## src/rtl/adc_regctl_pkg.sv

```systemverilog
package adc_regctl_pkg;

  localparam int ADDR_W = 8;
  localparam int BUS_W  = 32;

  localparam logic [ADDR_W-1:0] OFS_RESULT = 8'h08;
  localparam logic [ADDR_W-1:0] OFS_MODE   = 8'h10;
  localparam logic [ADDR_W-1:0] OFS_SWITCH = 8'h18;
  localparam logic [ADDR_W-1:0] OFS_LOCK   = 8'h20;

  localparam logic [BUS_W-1:0] UNLOCK_KEY = 32'h0000_00AA;

  typedef enum logic [2:0] {
    TGT_NONE,
    TGT_RESULT,
    TGT_MODE,
    TGT_SWITCH,
    TGT_LOCK
  } reg_tgt_e;

  function automatic reg_tgt_e decode_ofs(input logic [ADDR_W-1:0] ofs);
    case (ofs)
      OFS_RESULT: return TGT_RESULT;
      OFS_MODE:   return TGT_MODE;
      OFS_SWITCH: return TGT_SWITCH;
      OFS_LOCK:   return TGT_LOCK;
      default:    return TGT_NONE;
    endcase
  endfunction

endpackage

```

## src/rtl/adc_swlock.sv

```systemverilog
module adc_swlock
  import adc_regctl_pkg::*;
#(
  parameter int SW_W = 12
) (
  input  logic             clk,
  input  logic             rst_n,
  input  logic             acc_valid,
  input  logic             acc_write,
  input  reg_tgt_e         acc_tgt,
  input  logic [BUS_W-1:0] acc_wdata,
  output logic [SW_W-1:0]  sw_cfg,
  output logic             unlocked,
  output logic             sw_load
);

  logic key_hit;

  assign key_hit = acc_valid && acc_write && (acc_tgt == TGT_LOCK) &&
                   (acc_wdata == UNLOCK_KEY);
  assign sw_load = acc_valid && acc_write && (acc_tgt == TGT_SWITCH) && unlocked;

  always_ff @(posedge clk) begin
    if (!rst_n) begin
      unlocked <= 1'b0;
      sw_cfg   <= '0;
    end else begin
      if (acc_valid) begin
        unlocked <= key_hit;
      end
      if (sw_load) begin
        sw_cfg <= acc_wdata[SW_W-1:0];
      end
    end
  end

endmodule

```

## src/rtl/adc_conv_timer.sv

```systemverilog
module adc_conv_timer #(
  parameter int unsigned CONV_SLOW   = 1081,
  parameter int unsigned CONV_FAST   = 267,
  parameter int unsigned SETTLE_SLOW = 2000,
  parameter int unsigned SETTLE_FAST = 500
) (
  input  logic clk,
  input  logic rst_n,
  input  logic fast_sel,
  input  logic conv_start,
  input  logic settle_start,
  output logic conv_done,
  output logic settling
);

  localparam int unsigned MAX_CONV = (CONV_SLOW > CONV_FAST) ? CONV_SLOW : CONV_FAST;
  localparam int unsigned MAX_SET  = (SETTLE_SLOW > SETTLE_FAST) ? SETTLE_SLOW : SETTLE_FAST;
  localparam int unsigned MAX_ALL  = (MAX_CONV > MAX_SET) ? MAX_CONV : MAX_SET;
  localparam int          CW       = $clog2(MAX_ALL + 1);

  logic [CW-1:0] conv_cnt;
  logic [CW-1:0] settle_cnt;
  logic          active;
  logic [CW-1:0] conv_len;
  logic [CW-1:0] settle_len;

  assign conv_len   = fast_sel ? CW'(CONV_FAST) : CW'(CONV_SLOW);
  assign settle_len = fast_sel ? CW'(SETTLE_FAST) : CW'(SETTLE_SLOW);
  assign settling   = (settle_cnt != '0);
  assign conv_done  = active && (conv_cnt == '0) && !settling &&
                      !conv_start && !settle_start;

  always_ff @(posedge clk) begin
    if (!rst_n) begin
      settle_cnt <= '0;
    end else if (settle_start) begin
      settle_cnt <= settle_len;
    end else if (settling) begin
      settle_cnt <= settle_cnt - 1'b1;
    end
  end

  always_ff @(posedge clk) begin
    if (!rst_n) begin
      active   <= 1'b0;
      conv_cnt <= '0;
    end else if (conv_start) begin
      active   <= 1'b1;
      conv_cnt <= conv_len;
    end else begin
      if (conv_done) begin
        active <= 1'b0;
      end
      if (conv_cnt != '0) begin
        conv_cnt <= conv_cnt - 1'b1;
      end
    end
  end

endmodule

```

## src/rtl/adc_conv_stub.sv

```systemverilog
module adc_conv_stub #(
  parameter int DATA_W = 16
) (
  input  logic              clk,
  input  logic              rst_n,
  input  logic              conv_start,
  input  logic              conv_done,
  input  logic [DATA_W-1:0] sample_in,
  output logic              rdy,
  output logic [DATA_W-1:0] data
);

  always_ff @(posedge clk) begin
    if (!rst_n) begin
      rdy  <= 1'b0;
      data <= '0;
    end else if (conv_start) begin
      rdy <= 1'b0;
    end else if (conv_done) begin
      rdy  <= 1'b1;
      data <= sample_in;
    end
  end

endmodule

```

## src/rtl/adc_regctl.sv

```systemverilog
module adc_regctl
  import adc_regctl_pkg::*;
#(
  parameter int          SW_W        = 12,
  parameter int          DATA_W      = 16,
  parameter int unsigned CONV_SLOW   = 1081,
  parameter int unsigned CONV_FAST   = 267,
  parameter int unsigned SETTLE_SLOW = 2000,
  parameter int unsigned SETTLE_FAST = 500
) (
  input  logic              clk,
  input  logic              rst_n,
  input  logic              bus_valid,
  input  logic              bus_write,
  input  logic [7:0]        bus_addr,
  input  logic [31:0]       bus_wdata,
  output logic              bus_rvalid,
  output logic [31:0]       bus_rdata,
  input  logic [DATA_W-1:0] sample_in,
  output logic [SW_W-1:0]   sw_cfg
);

  localparam int PAD_W = BUS_W - 1 - DATA_W;

  reg_tgt_e         tgt;
  logic             rd_req;
  logic             wr_req;
  logic             conv_start;
  logic             conv_done;
  logic             settling;
  logic             sw_load;
  logic             unlocked;
  logic             rdy;
  logic [DATA_W-1:0] data;
  logic             fast_q;
  logic [BUS_W-1:0] rd_word;

  assign tgt        = decode_ofs(bus_addr);
  assign rd_req     = bus_valid && !bus_write;
  assign wr_req     = bus_valid && bus_write;
  assign conv_start = rd_req && (tgt == TGT_RESULT);

  adc_swlock #(.SW_W(SW_W)) u_lock (
    .clk       (clk),
    .rst_n     (rst_n),
    .acc_valid (bus_valid),
    .acc_write (bus_write),
    .acc_tgt   (tgt),
    .acc_wdata (bus_wdata),
    .sw_cfg    (sw_cfg),
    .unlocked  (unlocked),
    .sw_load   (sw_load)
  );

  adc_conv_timer #(
    .CONV_SLOW   (CONV_SLOW),
    .CONV_FAST   (CONV_FAST),
    .SETTLE_SLOW (SETTLE_SLOW),
    .SETTLE_FAST (SETTLE_FAST)
  ) u_timer (
    .clk          (clk),
    .rst_n        (rst_n),
    .fast_sel     (fast_q),
    .conv_start   (conv_start),
    .settle_start (sw_load),
    .conv_done    (conv_done),
    .settling     (settling)
  );

  adc_conv_stub #(.DATA_W(DATA_W)) u_conv (
    .clk        (clk),
    .rst_n      (rst_n),
    .conv_start (conv_start),
    .conv_done  (conv_done),
    .sample_in  (sample_in),
    .rdy        (rdy),
    .data       (data)
  );

  always_ff @(posedge clk) begin
    if (!rst_n) begin
      fast_q <= 1'b0;
    end else if (wr_req && (tgt == TGT_MODE)) begin
      fast_q <= bus_wdata[0];
    end
  end

  always_comb begin
    rd_word = '0;
    case (tgt)
      TGT_RESULT: rd_word = {rdy, {PAD_W{1'b0}}, data};
      TGT_MODE:   rd_word = {{(BUS_W-1){1'b0}}, fast_q};
      TGT_SWITCH: rd_word = {{(BUS_W-SW_W){1'b0}}, sw_cfg};
      TGT_LOCK:   rd_word = {{(BUS_W-1){1'b0}}, unlocked};
      default:    rd_word = '0;
    endcase
  end

  always_ff @(posedge clk) begin
    if (!rst_n) begin
      bus_rvalid <= 1'b0;
      bus_rdata  <= '0;
    end else begin
      bus_rvalid <= rd_req;
      if (rd_req) begin
        bus_rdata <= rd_word;
      end
    end
  end

endmodule

```

## config.mk

```make
export PLATFORM = sky130hd
export DESIGN_NAME = adc_regctl
export DESIGN_NICKNAME = d
export VERILOG_FILES = /design/src/rtl/adc_regctl_pkg.sv /design/src/rtl/adc_swlock.sv /design/src/rtl/adc_conv_timer.sv /design/src/rtl/adc_conv_stub.sv /design/src/rtl/adc_regctl.sv
export SDC_FILE = /design/constraint.sdc
export NUM_CORES = 1
export LEC_CHECK = 0
export BUFFER_PORTS_ARGS = -buffer_cell sky130_fd_sc_hd__buf_4
export CAP_MARGIN = 40
export CORE_UTILIZATION = 25
export DETAILED_ROUTE_END_ITERATION = 10
export HOLD_SLACK_MARGIN = 0.02
export PLACE_DENSITY_LB_ADDON = 0.25
export SYNTH_ARGS = -nofsm -noshare
export SYNTH_HDL_FRONTEND = slang
export SYNTH_SLANG_ARGS = --single-unit
```

## constraint.sdc

```tcl
create_clock -name clk -period 6.3 [get_ports clk]
set_input_delay 0.315 -clock clk [delete_from_list [all_inputs] [get_ports clk]]
set_output_delay 0.315 -clock clk [all_outputs]
set_load 0.01 [all_outputs]
```

# ---- After elaboration in Yosys (flattened, before gate mapping)
# Cells that the tools add are included.
dict set report totals {
  wordCells 57
  register_bits 87
  output_inout_bits 45
  input_bits 60
}
dict set report op_classes {
  reduce_logical 24
  n_mux 10
  add_sub_neg 2
  bitwise_logic 2
  n_eq_ne 9
}
# cell n
set ops {}
lappend ops {{32-bit one-hot mux with 4 select lines} 1}
lappend ops {{11-bit 2-to-1 mux} 6}
lappend ops {{32-bit by 8-bit equality test with 1-bit output (second input constant)} 1}
lappend ops {{11-bit nonzero test} 2}
lappend ops {{11-bit by 1-bit subtractor with 11-bit output (second input constant)} 2}
lappend ops {{8-bit by 5-bit equality test with 1-bit output (second input constant)} 2}
lappend ops {{1-bit logical AND} 12}
lappend ops {{3-bit one-hot mux with 4 select lines} 1}
lappend ops {{11-bit zero test} 1}
lappend ops {{8-bit by 4-bit equality test with 1-bit output (second input constant)} 1}
lappend ops {{8-bit by 6-bit equality test with 1-bit output (second input constant)} 1}
lappend ops {{3-bit by 2-bit equality test with 1-bit output (second input constant)} 2}
lappend ops {{2-bit nonzero test} 3}
lappend ops {{1-bit zero test} 4}
lappend ops {{3-bit by 1-bit equality test with 1-bit output (second input constant)} 1}
lappend ops {{3-bit equality test (second input constant)} 1}
lappend ops {{1-bit 2-to-1 mux} 2}
lappend ops {{1-bit NOT} 2}
lappend ops {{2-bit AND reduction} 1}
lappend ops {{2-bit OR reduction} 1}

# ---- Logic depth before layout (Yosys ltp)
dict set report logic_depth {
  depth_word 9
  ltp_mapped 8
  mapped_depth_nobuf 6
}

# ---- Modules after synthesis
# A second synthesis with hierarchy kept.
dict set report hier_totals {
  cells_unflattened 393
  area_unflattened_um2 3533.4
}
# mod cells_per_inst instances area_each_um2 seq_area_each_um2
set by_module_without_submodules {}
lappend by_module_without_submodules {adc_conv_timer 139 1 1208.7 460.4}
lappend by_module_without_submodules {adc_regctl 108 1 983.4 380.4}
lappend by_module_without_submodules {adc_conv_stub 74 1 696.9 340.3}
lappend by_module_without_submodules {adc_swlock 72 1 644.4 260.2}

# ---- Least setup slack after synthesis
# No wires, ideal clock.
dict set report synth_path {
  kind {flip-flop to flip-flop}
  start {register u_timer.conv_cnt[6]}
  end {register u_conv.data[0]}
  arrival_ns 2.408
  t_required_ns 6.228
  setup_ns 0.072
  n_path_buf 3
  stages_incl_launch_ff 8
  synth_period_minus_slack_ns 2.479
  path_slack_ns 3.821
  path_cell_list {dfxtp_1 -> or4_4 -> buf_6 -> or3_4 -> buf_6 -> nor4_4 -> buf_6 -> mux2i_1}
}
dict set report synth_via {
  elab_chain_cells 6
}
# item line_no
set synth_rtl {}
lappend synth_rtl {{start: declaration} adc_conv_timer.sv:21} ;# logic [CW-1:0] conv_cnt;
lappend synth_rtl {{start signal: assignment} adc_conv_timer.sv:49} ;# conv_cnt <= conv_len;
lappend synth_rtl {{start signal: assignment} adc_conv_timer.sv:55} ;# conv_cnt <= conv_cnt - 1'b1;
lappend synth_rtl {{11-bit zero test} adc_conv_timer.sv:30} ;# assign conv_done = active && (conv_cnt == '0) && !settling &&
lappend synth_rtl {{1-bit logical AND (3 in series)} adc_conv_timer.sv:30}
lappend synth_rtl {{1-bit logical AND} adc_conv_timer.sv:31} ;# !conv_start && !settle_start;
lappend synth_rtl {{2-bit AND reduction (no line)} --}
lappend synth_rtl {{end signal: assignment} adc_conv_stub.sv:21} ;# data <= sample_in;
lappend synth_rtl {{end: declaration} adc_conv_stub.sv:10} ;# output logic [DATA_W-1:0] data
# Every way passes these cells.
# A chain may end at the register's enable or synchronous reset.

# ---- Worst setup path after layout
dict set report layout_path {
  start {register u_timer.conv_cnt[2]}
  end {register u_conv.data[4]}
}
# Same word-level chain as after synthesis.

==> flow_summary.ini <==
[status]
status = complete, no violations

[yosys]
syn_avg_cell_area_sq_um = 8.431
netlist_area_sq_mm = 0.003415
ys.flop_type = dfxtp_1
synth_seq_cells = 72
syn_inst = 405
ys_types = 58
async_reset_ff_frac = 0
ys_seq_area_frac = 0.4221
yosysWarnings = 0
synth_edf_count = 0

[detailed_routing]
wl_per_cell_um = 14.24
routed_wl_mm = 9.514
drt_iter0_markers = 144
drcViolationCount = 0
vias = 3159
first_pass_iters = 4
postRouteAntennaNets = 0
viasPerCell = 4.729

[pwr]
seqPwrFrac = 0.369
p_sw_frac = 0.3263
power_frac_clock = 0.332
switchingPower_uw = 501.0
combPwrFrac = 0.299
total_power_uw = 1535
powerDensity_mw_per_mm2 = 340.9
vdd_drop_max_uv = 123.0
p_int_uw = 1034
p_leak_uw = 0.001758

[placement]
place_inst = 653
portBuffers = 89
hpwl_mm = 6.826
gp_congestion = 0.7888

[final_layout]
final_cells = 668
final_nets = 552
final_common_cell = buf_4
n_antenna_cell = 0
final_cell_mix = 93 x buf_4, 80 x nand2_1, 72 x dfxtp_1
drive_gt1_frac = 0.2398
areaGrowthSynthToFinish_pct = 31.88

[global_routing]
use_met1 = 0.1804
met2_usage = 0.2058
grt-ovfl-total = 0
grt_pass1_vias = 3028
grt_pass1_wl_mm = 14.90
grt_max_degree = 46
gr-usage-met3 = 0.02443
top_usage_layer = met2
antenna_found_initial = 0
grt_use_total = 0.1350

[die]
die-area_sq_mm = 0.01413
fp.dieW_um = 118.9
pin_count = 105
core_sq_mm = 0.01330
die_h_um = 118.9
row_count = 42
initial_core_util = 0.2568

[setup_path]
reg2reg_from = u_timer.conv_cnt[2]
critical_path.startpoint_type = register
worstSetupPathType = reg2reg
startpoint = u_timer.conv_cnt[2]
r2r_slack_ps = 3830
required_ps = 6560
crit_fanout = 13
worstRegToRegCells = 5
worstReg2RegEnd = u_conv.data[4]
arrival_ps = 2730
crit_path_end_kind = register

[timing]
fin_setup_tns_ps = 0
maxClockFrequency_mhz = 404.4
slew_headroom = 0.4363
finalCriticalPeriod_ps = 2473
tightest_slew_ps = 845.5
grt_setup_unrepaired = no
hold_violations = 0
fin_crit_sh = 0.3926
setup_viol = 0
skew_ps = 6.539
drv_slew = 0

[min_path]
holdPathEnd = u_conv.data[13]
hp-class = in2reg
hp-start = sample_in[13]
min_path_cells = 3

[clock_tree]
htree_num_levels = 3
postCtsResizedCells = 0
hold_buffers = 0
cts_setup_buffers = 0
clock_sinks = 72
insertion_delay_ps = 330
clk_pin_slew_worst_paths_ps = 60
cts_root_buf = clkbuf_16
numCtsBuffers = 9
cts_max_path_buffers = 2
cts_tree = built

[flow_run]
drv_cap = 0
[flip-flops by register name (all words and copies together), names as in the netlist]
name	flops
bus_rvalid	1
u_lock.unlocked	1
u_timer.active	1
u_conv.rdy	1
u_conv.data	16
bus_rdata	17
u_timer.conv_cnt	11
u_lock.sw_cfg	12
fast_q	1
u_timer.settle_cnt	11
[logic make-up (layout without fill, tap and decap cells)]
kind of cell / Yosys count / in the layout / share of synthesized area
AOI/OAI and AO/OA: 81 / 81 / 0.1517
adders and majority gates: 4 / 4 / 0.01466
DFF: 72 / 72 / 0.4221
and+or+nand+nor: 171 / 171 / 0.2547
xor gates and xnor gates: 11 / 11 / 0.02822
muxes: 18 / 18 / 0.05277
other: 1 / 15 / 0.001098
buffers and inverters: 47 / 120 / 0.07475
[final cells by class]
type / count / area, sq um
Sequential cell: 72 / 1441
Clock buffer: 10 / 239.0
Inverter: 10 / 37.54
Tap cell: 176 / 220.2
Multi-Input combinational cell: 300 / 1783
Fill cell: 1374 / 8792
Clock inverter: 5 / 57.56
Timing Repair Buffer: 95 / 724.4
[metrics by stage]
step | cell area, sq um | setup WS (ps) | util | hold slack (ps)
after floorplan | 3467 | 3821 | - | 425.2
after global placement | 4180 | 3756 | 0.3144 | 442.6
after detailed placement | 4207 | 3727 | 0.3164 | 445.1
after CTS | 4503 | 3821 | 0.3387 | 228.1
after global routing | 4503 | 3655 | 0.3387 | 243.8
final | 4503 | 3827 | 0.3387 | 236.6
[synth_stat cells (all sizes together), types with 2 or more instances]
master,count,share of area
a211oi,2,0.0044
a21oi,36,0.053
a22oi,16,0.035
a31oi,3,0.0055
and4,2,0.0051
buf,18,0.043
clkbuf,19,0.021
dfxtp,72,0.42
ha,4,0.015
inv,10,0.011
mux2i,18,0.053
nand2,80,0.088
nand2b,5,0.0092
nand3,7,0.010
nand3b,4,0.0088
nand4,4,0.0073
nand4b,2,0.0051
nor2,22,0.024
nor3,8,0.012
nor4,14,0.030
nor4b,3,0.0077
nor4bb,2,0.0059
o2111ai,2,0.0051
o211ai,4,0.0088
o21ai,4,0.0059
o311ai,2,0.0051
o31ai,2,0.0044
or3,6,0.013
or4,4,0.0099
xnor2,3,0.0077
xor2,8,0.021
[worst max-delay path: stages (launching register included)]
cell and delay (ps):
dfxtp_1 350, or4_1 620, or3_4 440, nor4_4 430
buf_4 330, mux2i_1 220
[power groups by stage]
stage,registers (uW),logic (uW),clock network (uW)
after CTS,564,459,521
after global routing,573,513,538
after detailed placement,573,455,0
after global placement,572,450,0
after floorplan,559,379,0
final,566,460,510
[per-layer routing]
metal,share of wire,up-vias
li1,-,1575
met1,0.48,1448
met2,0.44,125
met3,0.065,11
met4,0.021,0
met5,0,-
[worst max-delay path by stage]
stage | to | cells past startpoint | slack, ps
3_3_place_gp | u_timer.settle_cnt[9] | 5 | 3760
3_5_place_dp | u_conv.data[6] | 6 | 3730
2_1_floorplan | u_conv.data[0] | 7 | 3820
5_1_grt | u_conv.data[6] | 5 | 3650
6_report | u_conv.data[4] | 5 | 3830
4_1_cts | u_conv.data[4] | 5 | 3820
Power figures use the tool's default switching activity.
